File: src/rtl/ir_frame_rx_pkg.sv
package ir_frame_rx_pkg;
  localparam int BYTE_W  = 8;
  localparam int FRAME_W = 4 * BYTE_W;

  typedef enum logic [2:0] {
    ST_IDLE,
    ST_LEAD_LO,
    ST_LEAD_HI,
    ST_BIT_LO,
    ST_BIT_HI
  } rx_state_e;

  function automatic logic in_window(input int len, input int nom);
    return (len >= nom - nom / 4) && (len <= nom + nom / 4);
  endfunction

  function automatic int win_max(input int nom);
    return nom + nom / 4;
  endfunction
endpackage

File: src/rtl/ir_line_sync.sv
module ir_line_sync (
  input  logic clk,
  input  logic rst_n,
  input  logic rx_in,
  output logic line_s,
  output logic rise,
  output logic fall
);
  logic meta_q, sync_q, prev_q;

  always_ff @(posedge clk or negedge rst_n) begin
    if (!rst_n) begin
      meta_q <= 1'b1;
      sync_q <= 1'b1;
      prev_q <= 1'b1;
    end else begin
      meta_q <= rx_in;
      sync_q <= meta_q;
      prev_q <= sync_q;
    end
  end

  assign line_s = sync_q;
  assign rise   = sync_q & ~prev_q;
  assign fall   = ~sync_q & prev_q;
endmodule

File: src/rtl/ir_tick_gen.sv
module ir_tick_gen #(
  parameter int TICK_DIV = 1000
) (
  input  logic clk,
  input  logic rst_n,
  output logic tick
);
  generate
    if (TICK_DIV <= 1) begin : g_every
      assign tick = 1'b1;
    end else begin : g_div
      localparam int DW = $clog2(TICK_DIV);
      logic [DW-1:0] div_q;
      always_ff @(posedge clk or negedge rst_n) begin
        if (!rst_n) div_q <= '0;
        else if (div_q == DW'(TICK_DIV - 1)) div_q <= '0;
        else div_q <= div_q + 1'b1;
      end
      assign tick = (div_q == DW'(TICK_DIV - 1));
    end
  endgenerate
endmodule

File: src/rtl/ir_interval_timer.sv
module ir_interval_timer #(
  parameter int LIMIT = 1200,
  localparam int CW = $clog2(LIMIT + 1)
) (
  input  logic          clk,
  input  logic          rst_n,
  input  logic          tick,
  input  logic          edge_seen,
  output logic [CW-1:0] elapsed
);
  always_ff @(posedge clk or negedge rst_n) begin
    if (!rst_n) elapsed <= '0;
    else if (edge_seen) elapsed <= '0;
    else if (tick && elapsed != CW'(LIMIT)) elapsed <= elapsed + 1'b1;
  end
endmodule

File: src/rtl/ir_frame_fsm.sv
module ir_frame_fsm
  import ir_frame_rx_pkg::*;
#(
  parameter int T_LEAD_LO = 900,
  parameter int T_LEAD_HI = 450,
  parameter int T_REP_HI  = 225,
  parameter int T_MARK    = 56,
  parameter int T_ZERO    = 56,
  parameter int T_ONE     = 169,
  parameter int T_ABORT   = 500,
  parameter int CW        = 11
) (
  input  logic               clk,
  input  logic               rst_n,
  input  logic               rise,
  input  logic               fall,
  input  logic [CW-1:0]      elapsed,
  output logic               frame_ok,
  output logic               err_pulse,
  output logic               rep_pulse,
  output logic [FRAME_W-1:0] frame_bits
);
  localparam int LL_MAX = win_max(T_LEAD_LO);
  localparam int LH_MAX = win_max(T_LEAD_HI);
  localparam int MK_MAX = win_max(T_MARK);
  localparam int BCW    = $clog2(FRAME_W);

  rx_state_e          state;
  logic [BCW-1:0]     bit_idx;
  logic [FRAME_W-1:0] shift_q;
  logic [FRAME_W-1:0] shift_nx;
  logic               sp_zero, sp_one, frame_good;
  int                 len;

  assign len        = int'(elapsed);
  assign sp_zero    = in_window(len, T_ZERO);
  assign sp_one     = in_window(len, T_ONE);
  assign shift_nx   = {sp_one, shift_q[FRAME_W-1:1]};
  assign frame_good = ((shift_nx[BYTE_W-1:0] ^ shift_nx[2*BYTE_W-1:BYTE_W]) == {BYTE_W{1'b1}}) &&
                      ((shift_nx[3*BYTE_W-1:2*BYTE_W] ^ shift_nx[4*BYTE_W-1:3*BYTE_W]) == {BYTE_W{1'b1}});
  assign frame_bits = shift_q;

  always_ff @(posedge clk or negedge rst_n) begin
    if (!rst_n) begin
      state     <= ST_IDLE;
      bit_idx   <= '0;
      shift_q   <= '0;
      frame_ok  <= 1'b0;
      err_pulse <= 1'b0;
      rep_pulse <= 1'b0;
    end else begin
      frame_ok  <= 1'b0;
      err_pulse <= 1'b0;
      rep_pulse <= 1'b0;
      case (state)
        ST_IDLE: begin
          if (fall) state <= ST_LEAD_LO;
        end
        ST_LEAD_LO: begin
          if (rise) state <= in_window(len, T_LEAD_LO) ? ST_LEAD_HI : ST_IDLE;
          else if (len > LL_MAX) state <= ST_IDLE;
        end
        ST_LEAD_HI: begin
          if (fall) begin
            if (in_window(len, T_LEAD_HI)) begin
              state   <= ST_BIT_LO;
              bit_idx <= '0;
            end else begin
              if (in_window(len, T_REP_HI)) rep_pulse <= 1'b1;
              state <= ST_IDLE;
            end
          end else if (len > LH_MAX) state <= ST_IDLE;
        end
        ST_BIT_LO: begin
          if (rise) begin
            if (in_window(len, T_MARK)) state <= ST_BIT_HI;
            else begin
              state     <= ST_IDLE;
              err_pulse <= 1'b1;
            end
          end else if (len > MK_MAX) begin
            state     <= ST_IDLE;
            err_pulse <= 1'b1;
          end
        end
        ST_BIT_HI: begin
          if (fall) begin
            if (sp_zero || sp_one) begin
              shift_q <= shift_nx;
              if (bit_idx == BCW'(FRAME_W - 1)) begin
                state <= ST_IDLE;
                if (frame_good) frame_ok <= 1'b1;
                else err_pulse <= 1'b1;
              end else begin
                bit_idx <= bit_idx + 1'b1;
                state   <= ST_BIT_LO;
              end
            end else begin
              state     <= ST_IDLE;
              err_pulse <= 1'b1;
            end
          end else if (len > T_ABORT) begin
            state     <= ST_IDLE;
            err_pulse <= 1'b1;
          end
        end
        default: state <= ST_IDLE;
      endcase
    end
  end

  p_idle_wait_r1: assert property (@(posedge clk) disable iff (!rst_n)
    (state == ST_IDLE && !fall) |=> state == ST_IDLE);
  p_done_idle_r2: assert property (@(posedge clk) disable iff (!rst_n)
    (frame_ok || err_pulse) |-> state == ST_IDLE);
  p_err_single_r4: assert property (@(posedge clk) disable iff (!rst_n)
    err_pulse |=> !err_pulse);
  p_rep_single_r5: assert property (@(posedge clk) disable iff (!rst_n)
    rep_pulse |=> !rep_pulse);
  p_long_high_r6: assert property (@(posedge clk) disable iff (!rst_n)
    (state == ST_BIT_HI && !fall && len > T_ABORT) |=> state == ST_IDLE);
endmodule

File: src/rtl/ir_frame_rx.sv
module ir_frame_rx
  import ir_frame_rx_pkg::*;
#(
  parameter int TICK_DIV  = 1000,
  parameter int T_LEAD_LO = 900,
  parameter int T_LEAD_HI = 450,
  parameter int T_REP_HI  = 225,
  parameter int T_MARK    = 56,
  parameter int T_ZERO    = 56,
  parameter int T_ONE     = 169,
  parameter int T_ABORT   = 500
) (
  input  logic              clk,
  input  logic              rst_n,
  input  logic              rx_in,
  output logic              out_valid,
  input  logic              out_ready,
  output logic [BYTE_W-1:0] out_addr,
  output logic [BYTE_W-1:0] out_cmd,
  output logic              err_pulse,
  output logic              rep_pulse
);
  localparam int LL_TOP = win_max(T_LEAD_LO);
  localparam int LIMIT  = ((LL_TOP > T_ABORT) ? LL_TOP : T_ABORT) + 1;
  localparam int CW     = $clog2(LIMIT + 1);

  logic               line_s, rise, fall, tick, frame_ok;
  logic [CW-1:0]      elapsed;
  logic [FRAME_W-1:0] frame_bits;

  ir_line_sync u_sync (
    .clk(clk), .rst_n(rst_n), .rx_in(rx_in),
    .line_s(line_s), .rise(rise), .fall(fall)
  );

  ir_tick_gen #(.TICK_DIV(TICK_DIV)) u_tick (
    .clk(clk), .rst_n(rst_n), .tick(tick)
  );

  ir_interval_timer #(.LIMIT(LIMIT)) u_timer (
    .clk(clk), .rst_n(rst_n), .tick(tick),
    .edge_seen(rise | fall), .elapsed(elapsed)
  );

  ir_frame_fsm #(
    .T_LEAD_LO(T_LEAD_LO), .T_LEAD_HI(T_LEAD_HI), .T_REP_HI(T_REP_HI),
    .T_MARK(T_MARK), .T_ZERO(T_ZERO), .T_ONE(T_ONE), .T_ABORT(T_ABORT), .CW(CW)
  ) u_fsm (
    .clk(clk), .rst_n(rst_n), .rise(rise), .fall(fall), .elapsed(elapsed),
    .frame_ok(frame_ok), .err_pulse(err_pulse), .rep_pulse(rep_pulse),
    .frame_bits(frame_bits)
  );

  logic unused_line;
  assign unused_line = line_s;

  always_ff @(posedge clk or negedge rst_n) begin
    if (!rst_n) begin
      out_valid <= 1'b0;
      out_addr  <= '0;
      out_cmd   <= '0;
    end else if (frame_ok && (!out_valid || out_ready)) begin
      out_valid <= 1'b1;
      out_addr  <= frame_bits[BYTE_W-1:0];
      out_cmd   <= frame_bits[3*BYTE_W-1:2*BYTE_W];
    end else if (out_ready) begin
      out_valid <= 1'b0;
    end
  end

  p_hold_stable_r8: assert property (@(posedge clk) disable iff (!rst_n)
    (out_valid && !out_ready) |=> (out_valid && $stable(out_addr) && $stable(out_cmd)));
  p_drain_r8: assert property (@(posedge clk) disable iff (!rst_n)
    (out_valid && out_ready && !frame_ok) |=> !out_valid);
endmodule

File: config.mk
export PLATFORM = sky130hd
export DESIGN_NAME = ir_frame_rx
export DESIGN_NICKNAME = d
export VERILOG_FILES = /design/src/rtl/ir_frame_rx_pkg.sv /design/src/rtl/ir_line_sync.sv /design/src/rtl/ir_tick_gen.sv /design/src/rtl/ir_interval_timer.sv /design/src/rtl/ir_frame_fsm.sv /design/src/rtl/ir_frame_rx.sv
export SDC_FILE = /design/constraint.sdc
export NUM_CORES = 1
export LEC_CHECK = 0
export BUFFER_PORTS_ARGS = -buffer_cell sky130_fd_sc_hd__buf_2
export CORE_MARGIN = 1
export CORE_UTILIZATION = 39
export CTS_CLUSTER_SIZE = 30
export DETAILED_ROUTE_END_ITERATION = 10
export PLACE_DENSITY_LB_ADDON = 0.08
export SYNTH_ARGS = -nofsm -noshare
export SYNTH_HDL_FRONTEND = slang
export SYNTH_SLANG_ARGS = --single-unit
File: constraint.sdc
create_clock -name clk -period 2.8 [get_ports clk]
set_input_delay 0.28 -clock clk [delete_from_list [all_inputs] [get_ports clk]]
set_output_delay 0.28 -clock clk [all_outputs]
set_load 0.02 [all_outputs]
### After elaboration in Yosys (flattened, before gate mapping)

Index checks and enable logic that the tools add are counted.

| storage, ports and cells | value |
|---|---|
| bits in registers | 84 |
| input port bits | 4 |
| output and inout bits | 19 |
| logic and storage cells | 119 |

| operators by class | value |
|---|---|
| add/subtract/negate cells | 3 |
| magnitude comparators | 14 |
| equal/unequal tests | 19 |
| mux-type cells | 44 |
| bitwise gates (word level) | 7 |
| reductions and logical operators | 18 |

Operators by type and width:

| operator | count |
|---|---|
| $mux 3 | 10 |
| $mux 5 | 5 |
| $mux 11 | 2 |
| $mux 1 | 19 |
| $eq 8x8->1 const B | 2 |
| $xor 8x8->8 | 2 |
| $pmux 3 s5 | 1 |
| $ne 3x2->1 const B | 4 |
| $add 11x1->11 const B | 1 |
| $ge 11x10->1 const B | 1 |
| $ge 11x6->1 const B | 1 |
| $ge 11x7->1 const B | 1 |
| $ge 11x8->1 const B | 1 |
| $ge 11x9->1 const B | 1 |
| $gt 11x10->1 const B | 1 |
| $gt 11x11->1 const B | 1 |
| $gt 11x7->1 const B | 1 |
| $gt 11x9->1 const B | 1 |
| $le 11x10->1 const B | 1 |
| $le 11x11->1 const B | 1 |
| $le 11x7->1 const B | 1 |
| $le 11x8->1 const B | 1 |
| $le 11x9->1 const B | 1 |
| $ne 11x11->1 const B | 1 |
| other kinds (24) | 44 |

### Longest topological paths before layout

Gate-level depths: netlist of run 1.

| logic depth | value |
|---|---|
| word-level depth | 10 |
| depth in mapped cells | 10 |
| depth with buffers taken out | 8 |

### Hierarchy

Synthesis of run 1 repeated with hierarchy kept, for this count alone.

| second synthesis, totals | value |
|---|---|
| cell total of the unflattened synthesis | 363 |
| area, all modules | 4383.0 µm² |

Modules (own cells, without submodules):

| module | times used | cells an instance | area an instance (µm²) | sequential area each (µm²) |
|---|---|---|---|---|
| ir_frame_fsm | 1 | 210 | 2464.9 | 1076.0 |
| ir_frame_rx | 1 | 38 | 701.9 | 425.4 |
| ir_interval_timer | 1 | 66 | 628.1 | 275.3 |
| ir_tick_gen | 1 | 44 | 494.2 | 250.2 |
| ir_line_sync | 1 | 5 | 93.8 | 78.8 |

### Worst setup path before layout of run 1

No wires, ideal clock.

| path | value |
|---|---|
| kind | register to register |
| start point | register u_timer.elapsed[3] |
| end point | register u_fsm.shift_q[10], in the netlist u_fsm.frame_bits[10] |
| data arrival time | 2.019 ns |
| slack | 0.654 ns |
| stages on the path, launching flop included | 9 |
| cells stage by stage | dfrtp_1 > buf_2 > o31ai_1 > nand4_1 > or2_2 > o21a_4 > nor2_8 > buf_6 > mux2_1 |

| on the way | value |
|---|---|
| cells in the longest elaborated chain, start to end | 4 |

RTL lines:

| what | RTL line | source |
|---|---|---|
| start, declared | ir_interval_timer.sv:9 | `output logic [CW-1:0] elapsed` |
| start signal, assigned | ir_interval_timer.sv:14 | `else if (tick && elapsed != CW'(LIMIT)) elapsed <= elapsed + 1'b1;` |
| $ge 11x6->1 (tied with other cells) | ir_frame_rx_pkg.sv:14 | `return (len >= nom - nom / 4) && (len <= nom + nom / 4);` |
| $logic_and 1x1->1 | ir_frame_rx_pkg.sv:14 |  |
| $logic_or 1x1->1 * | ir_frame_fsm.sv:88 | `if (sp_zero \|\| sp_one) begin` |
| $reduce_and 3->1 (no line) * | n/a |  |
| end signal, assigned | ir_frame_fsm.sv:89 | `shift_q <= shift_nx;` |
| end, declared | ir_frame_fsm.sv:30 | `logic [FRAME_W-1:0] shift_q;` |

Mark *: on every way between the ends. The rest lies on a longest branch, timed or not.
A chain may end at the register's enable or synchronous reset.

### Worst setup path in the final report of run 1

| path | value |
|---|---|
| start point | register u_timer.elapsed[3] |
| end point | register u_fsm.shift_q[13], in the netlist u_fsm.frame_bits[13] |

Same word-level chain as after synthesis.

==> metrics.cfg, run 1 <==
[layout]
multi_input_area_mm2 = 0.00203
area_growth_pct = 13.2
fillers = 1005
layout.nets = 408
layout-drive-gt1-share_pct = 20.7
antennaDiodeCount = 0
ff_latch_area_mm2 = 0.00211

[sta]
slew_viol_final = 0
worst_pin_slew_ns = 0.782
finalClockSkew_ns = 0.00926
rsz0062_at_grt = no
setup_violations = 0
slew-limit-headroom_pct = 47.8
min_period_ns = 2.51
min_period_over_period_pct = 89.5
fmax_mhz = 399
fin_setup_tns_ns = 0
finalHoldViolations = 0

[synth]
synth_area_leaders = dfrtp_1, mux2_1, mux2_2
synth-main-ff-cell = dfrtp_1
synth.net_count = 377
ys_async_sr_fraction_pct = 100
yosysTopAreaCell = dfrtp_1
yosysTopAreaCellShare_pct = 47.7
synth-edff-count = 0
synth_cells = 365
yosysMostFrequentCell = dfrtp_1
syn_area_per_cell_um2 = 11.6
synth_common_cells = dfrtp_1, mux2_1, xnor2_1
yosys_warnings = 0
netlist_area_mm2 = 0.00425
yosysUniqueCellTypes = 61
synth_seq_area_share_pct = 49.5
synth-seq-cells = 84

[routing]
wl_um = 8470
wl_per_cell_um = 15.8
vias = 2815
drtIter0Drc = 114
via_per_inst = 5.24
drt_first_pass_iters = 4
postRouteAntennaNets = 0
drc_errors = 0

[critical_path]
timing.rr.start = u_timer.elapsed[3]$_DFFE_PN0P_
startpoint_type = flop
rr_endpoint = u_fsm.frame_bits[13]$_DFFE_PN0P_
worstPathRequired_ns = 3.03
arrival_ns = 2.74
r2r_slack_ns = 0.29
worstPathMaxFanout = 32
r2r_cells = 7
endpoint_kind = flop
worstSetupPathType = flop to flop

[cts]
clock-sinks = 84
h-tree-depth = 3
postCtsResizedCells = 0
cts_tree = done
cts_buffer_depth = 2
cts_buffers = 9
cts_root_buf = clkbuf_8
cts.clk_slew.worst_paths_ns = 0.09
insertion_delay_ns = 0.35

[global_routing]
grt_pass1_wl_um = 14200
antenna_found_initial = 0
overflow = 0
grtUsageTotal_pct = 16.2
grt_pass1_vias = 2777
grt_max_degree = 48

[flow_run]
maxCapViolCount = 0

[power]
peakVddDrop_v = 0.000282
power_leakage_uw = 0.00229
total_power_uw = 2350
pwr_density_cell_mw_per_mm2 = 488

[placed_design]
gp_congestion = 0.883
dp_hpwl_um = 5750
io_buffer_count = 22

[die]
die_h_um = 106
start_util_pct = 40.6
io-pin-count = 23
die_w_um = 106
dieArea_mm2 = 0.0113
row_count = 37
core_mm2 = 0.0105

[min_path]
hold_path_end = out_valid$_DFFE_PN0P_
hp-start = out_ready
worst_hold_path.num_cells = 3
hold_class = primary input to flop

[status]
status = complete, no violations

-- worst max-delay path: stages, from the launching register on --
cell     delay, ns
dfrtp_1       0.59
and4_1        0.31
a31oi_1       0.10
or4_4         0.45
o21a_4        0.27
nor2_8        0.09
buf_12        0.21
mux2_1        0.34
-- how the worst max path moves through the flow --
stage	start	end	slack (ns)	cells past startpoint
after floorplan	u_timer.elapsed[3]$_DFFE_PN0P_	u_fsm.frame_bits[10]$_DFFE_PN0P_	0.65	8
after global placement	u_timer.elapsed[9]$_DFFE_PN0P_	u_fsm.frame_bits[1]$_DFFE_PN0P_	0.20	7
after detailed placement	u_timer.elapsed[3]$_DFFE_PN0P_	u_fsm.err_pulse$_DFF_PN0_	0.32	6
after CTS	u_timer.elapsed[3]$_DFFE_PN0P_	u_fsm.frame_bits[13]$_DFFE_PN0P_	0.29	7
after global routing	u_timer.elapsed[3]$_DFFE_PN0P_	u_fsm.err_pulse$_DFF_PN0_	0.12	6
final	u_timer.elapsed[3]$_DFFE_PN0P_	u_fsm.frame_bits[13]$_DFFE_PN0P_	0.29	7
-- sequential cells by signal (all words and copies together), names as in the netlist --
name and count:
out_addr 8, out_cmd 8, out_valid 1, u_fsm.bit_idx 5, u_fsm.err_pulse 1, u_fsm.frame_bits 32
u_fsm.frame_ok 1, u_fsm.rep_pulse 1, u_fsm.state 3, u_sync.line_s 1, u_sync.meta_q 1, u_sync.prev_q 1
u_tick.g_div.div_q 10, u_timer.elapsed 11
-- power by group --
part	switching (uW)	internal (uW)
sequential	6.58	1220
clock	472	600
combinational	36.6	17.2
total	515	1840
-- metal layers --
layer  GRT usage (%)  wire, um
met5               0         0
met4            4.76        82
met3            3.74       181
met2            25.9      3980
met1            21.9      4220
-- cells by family after synthesis --
logic type / synth area share, %
AND/OR/NAND/NOR: 16.2
flip-flops: 49.5
AO/OA/AOI/OAI: 10.4
multiplexers: 13.2
XOR/XNOR: 5.56
buffers and inverters: 2.80
adder cells (fa/ha/maj): 2.36
-- layout by cell type, fill, tap and decap left out, types with 3 or more instances in the layout --
cell type   n
dfrtp_1    81
and2_1     12
xor2_1      3
bufinv_16   3
nor2b_1     3
nand2b_1    6
clkbuf_8    9
nor3_1      8
and3_1      4
nand4_1     8
buf_4      10
or3_1       5
nand2_1    19
nor3b_1     3
nor2_1     19
xnor2_1    24
o21ai_0    18
a21boi_0    4
mux2_1     29
mux2_2     19
inv_1       7
nand3_1     7
buf_2      21
ha_1        8
a21oi_1     6
dfstp_2     3
nor4_1      4
-- area by class of cell --
type	instances	area share, %
Tap cell	136	3.54
Clock inverter	7	2.52
Inverter	7	0.546
Timing Repair Buffer	35	4.99
Clock buffer	9	2.57
Multi-Input combinational cell	259	42.1
Sequential cell	84	43.7
-- metrics by stage --
stage          hold WS [ns]  setup slack (ns)  util [%]  area (um2)  instances
6_report              0.211             0.294      46.0        4810        537
5_1_grt               0.224             0.119      46.0        4810        537
4_1_cts             0.00508             0.287      45.9        4800        536
3_5_place_dp          0.290             0.316      43.5        4550        519
3_3_place_gp          0.285             0.202      43.5        4550        519
2_1_floorplan       -0.0156             0.654         -        4250        365
-- timing repair --
action	4_1_cts	5_1_grt
hold buffers	1	1
hold endpoints to repair	37	1
buffers inserted	0	0
setup endpoints to repair	0	0
(Power assumes the default switching activity.)
==> inputs of run 2 (changes only) <==
Settings changed: PLACE_DENSITY from default to 0.59, PLACE_DENSITY_LB_ADDON 0.08 to default.
==> run 2 against run 1 <==
Clock-buffer cell count did not move. Utilization fell by 0.79 points. Combinational power fell by 11%. Non-clock buffer count fell by 2. Cell area fell by 1.7%. Clock skew rose by 0.0089 ns. Register-to-register slack barely moved. Critical path depth rose by 1. Fmax fell by 0.23%. Sequential power barely moved. Via count rose by 0.92%. Largest cell class unchanged. Worst hold slack got worse by 0.12 ns.
==> metrics.cfg, run 2 (synthesized netlist as in run 1, its figures left out) <==
[sta]
worst_pin_slew_ns = 1.05
finalClockSkew_ns = 0.0182
slew_viol_final = 0
fmax_mhz = 398
min_period_over_period_pct = 89.7
fin_ws_ns = 0.288
rsz0062_at_grt = no
slew-limit-headroom_pct = 30.0
setup_violations = 0
fin_setup_tns_ns = 0
min_period_ns = 2.51
fin_hold_ws_ns = 0.0905
finalHoldViolations = 0

[global_routing]
grt_pass1_wl_um = 13500
grt_max_degree = 85
overflow = 0
grt_pass1_vias = 2797
grtUsageTotal_pct = 15.1
antenna_found_initial = 0

[placed_design]
dp_hpwl_um = 5260
gp_congestion = 0.832
io_buffer_count = 22
preCtsSetupSlack_ns = 0.346
placed_cell_area_mm2 = 0.00453

[routing]
wl_per_cell_um = 14.6
drt_first_pass_iters = 4
drc_errors = 0
vias = 2841
via_per_inst = 5.31
drtIter0Drc = 81
wl_um = 7810
postRouteAntennaNets = 0

[layout]
stdcell_area_mm2 = 0.00473
fin_util_pct = 45.2
final_common_cell = dfrtp_1
antennaDiodeCount = 0
fillers = 997
layout_common_cells = dfrtp_1, mux2_1, xnor2_1, buf_2
layout.nets = 406
largest_reg_flops = 32
area_growth_pct = 11.3
layout-drive-gt1-share_pct = 20.6

[critical_path]
worstSetupPathType = flop to flop
endpoint_kind = flop
r2r_cells = 8
critPathBufInv = 2
slowest_delay_ns = 0.46
cp-startpoint = u_timer.elapsed[3]$_DFFE_PN0P_
worstPathMaxFanout = 32
timing.rr.start = u_timer.elapsed[3]$_DFFE_PN0P_
crit_cells = 8
cp_slowest_cell = dfrtp_1
critPathTopFamily = simple AND/OR/NAND/NOR gates
startpoint_type = flop
arrival_ns = 2.76
crit_chain = buf_4, o31ai_1, nand4_1, or2_2, o21a_4, nor2_8, buf_12, mux2_2
worstPathRequired_ns = 3.05

[die]
row_count = 37
core_mm2 = 0.0105
dieArea_mm2 = 0.0113
die_w_um = 106
io-pin-count = 23
die_h_um = 106
start_util_pct = 40.6

[min_path]
hold_class = primary input to asynchronous set/reset pin

[cts]
insertion_delay_ns = 0.37
cts.clk_slew.worst_paths_ns = 0.11
cts_root_buf = clkbuf_8
clock-sinks = 84
h-tree-depth = 3
postCtsResizedCells = 0
cts_buffer_depth = 2
cts_tree = done
cts_buffers = 9

[power]
peakVddDrop_v = 0.000190
pwr_density_cell_mw_per_mm2 = 450
power_leakage_uw = 0.00224

[flow_run]
maxCapViolCount = 0

[status]
status = complete, no violations

run 2: changes by cell type in the layout (fill, tap and decap cells not counted):
cell	previous run	this run
clkinvlp_4	0	2
inv_8	0	1
clkinv_2	1	0
clkinv_8	0	1
buf_12	2	1
bufinv_16	3	0
dlygate4sd3_1	2	1
run 2: worst reg2reg max path: stages, from the launching register on:
cell	delay (ns)
dfrtp_1	0.46
buf_4	0.20
o31ai_1	0.28
nand4_1	0.22
or2_2	0.40
o21a_4	0.17
nor2_8	0.09
buf_12	0.21
mux2_2	0.36
run 2: stage by stage:
stage	std cells	total power [uW]
2_1_floorplan	365	1270
3_3_place_gp	518	1300
3_5_place_dp	518	1300
4_1_cts	535	2170
5_1_grt	535	2220
6_report	535	2130
run 2: final cells by class:
type | count | area (um2) | share of cell area (%)
clock inverter | 7 | 68.8 | 1.45
timing repair buffer | 33 | 210 | 4.44
inverter | 7 | 26.3 | 0.555
sequential | 84 | 2110 | 44.5
multi-input combinational | 259 | 2030 | 42.8
tap | 136 | 170 | 3.60
clock buffer | 9 | 124 | 2.62
run 2: path summary, 6_finish.rpt:
path / end / slack (ns)
max: u_fsm.frame_bits[0]$_DFFE_PN0P_ / 0.29
min: u_tick.g_div.div_q[6]$_DFF_PN0_ / 0.09
max reg2reg: u_fsm.frame_bits[0]$_DFFE_PN0P_ / 0.29
min reg2reg: u_sync.line_s$_DFF_PN1_ / 0.36
max in group asynchronous: u_fsm.bit_idx[4]$_DFFE_PN0P_ / 2.03
min in group clk: out_valid$_DFFE_PN0P_ / 0.21
run 2: power breakdown:
| group | internal [uW] | switching, uW | leakage, uW |
|---|---|---|---|
| logic | 13.2 | 34.5 | 0.00100 |
| clock network | 344 | 513 | 0.0000911 |
| registers | 1220 | 6.50 | 0.00115 |
run 2: timing repair:
item,4_1_cts,5_1_grt
hold buffers,1,0
buffers inserted,0,0
hold endpoints to repair,1,0
run 2: per-layer routing:
layer | vias to the layer above | routed length, um | track usage, %
li1 | 1385 | - | -
met1 | 1407 | 3740 | 20.0
met2 | 38 | 3720 | 23.5
met3 | 11 | 226 | 3.25
met4 | 0 | 121 | 6.85
met5 | - | 0 | 0
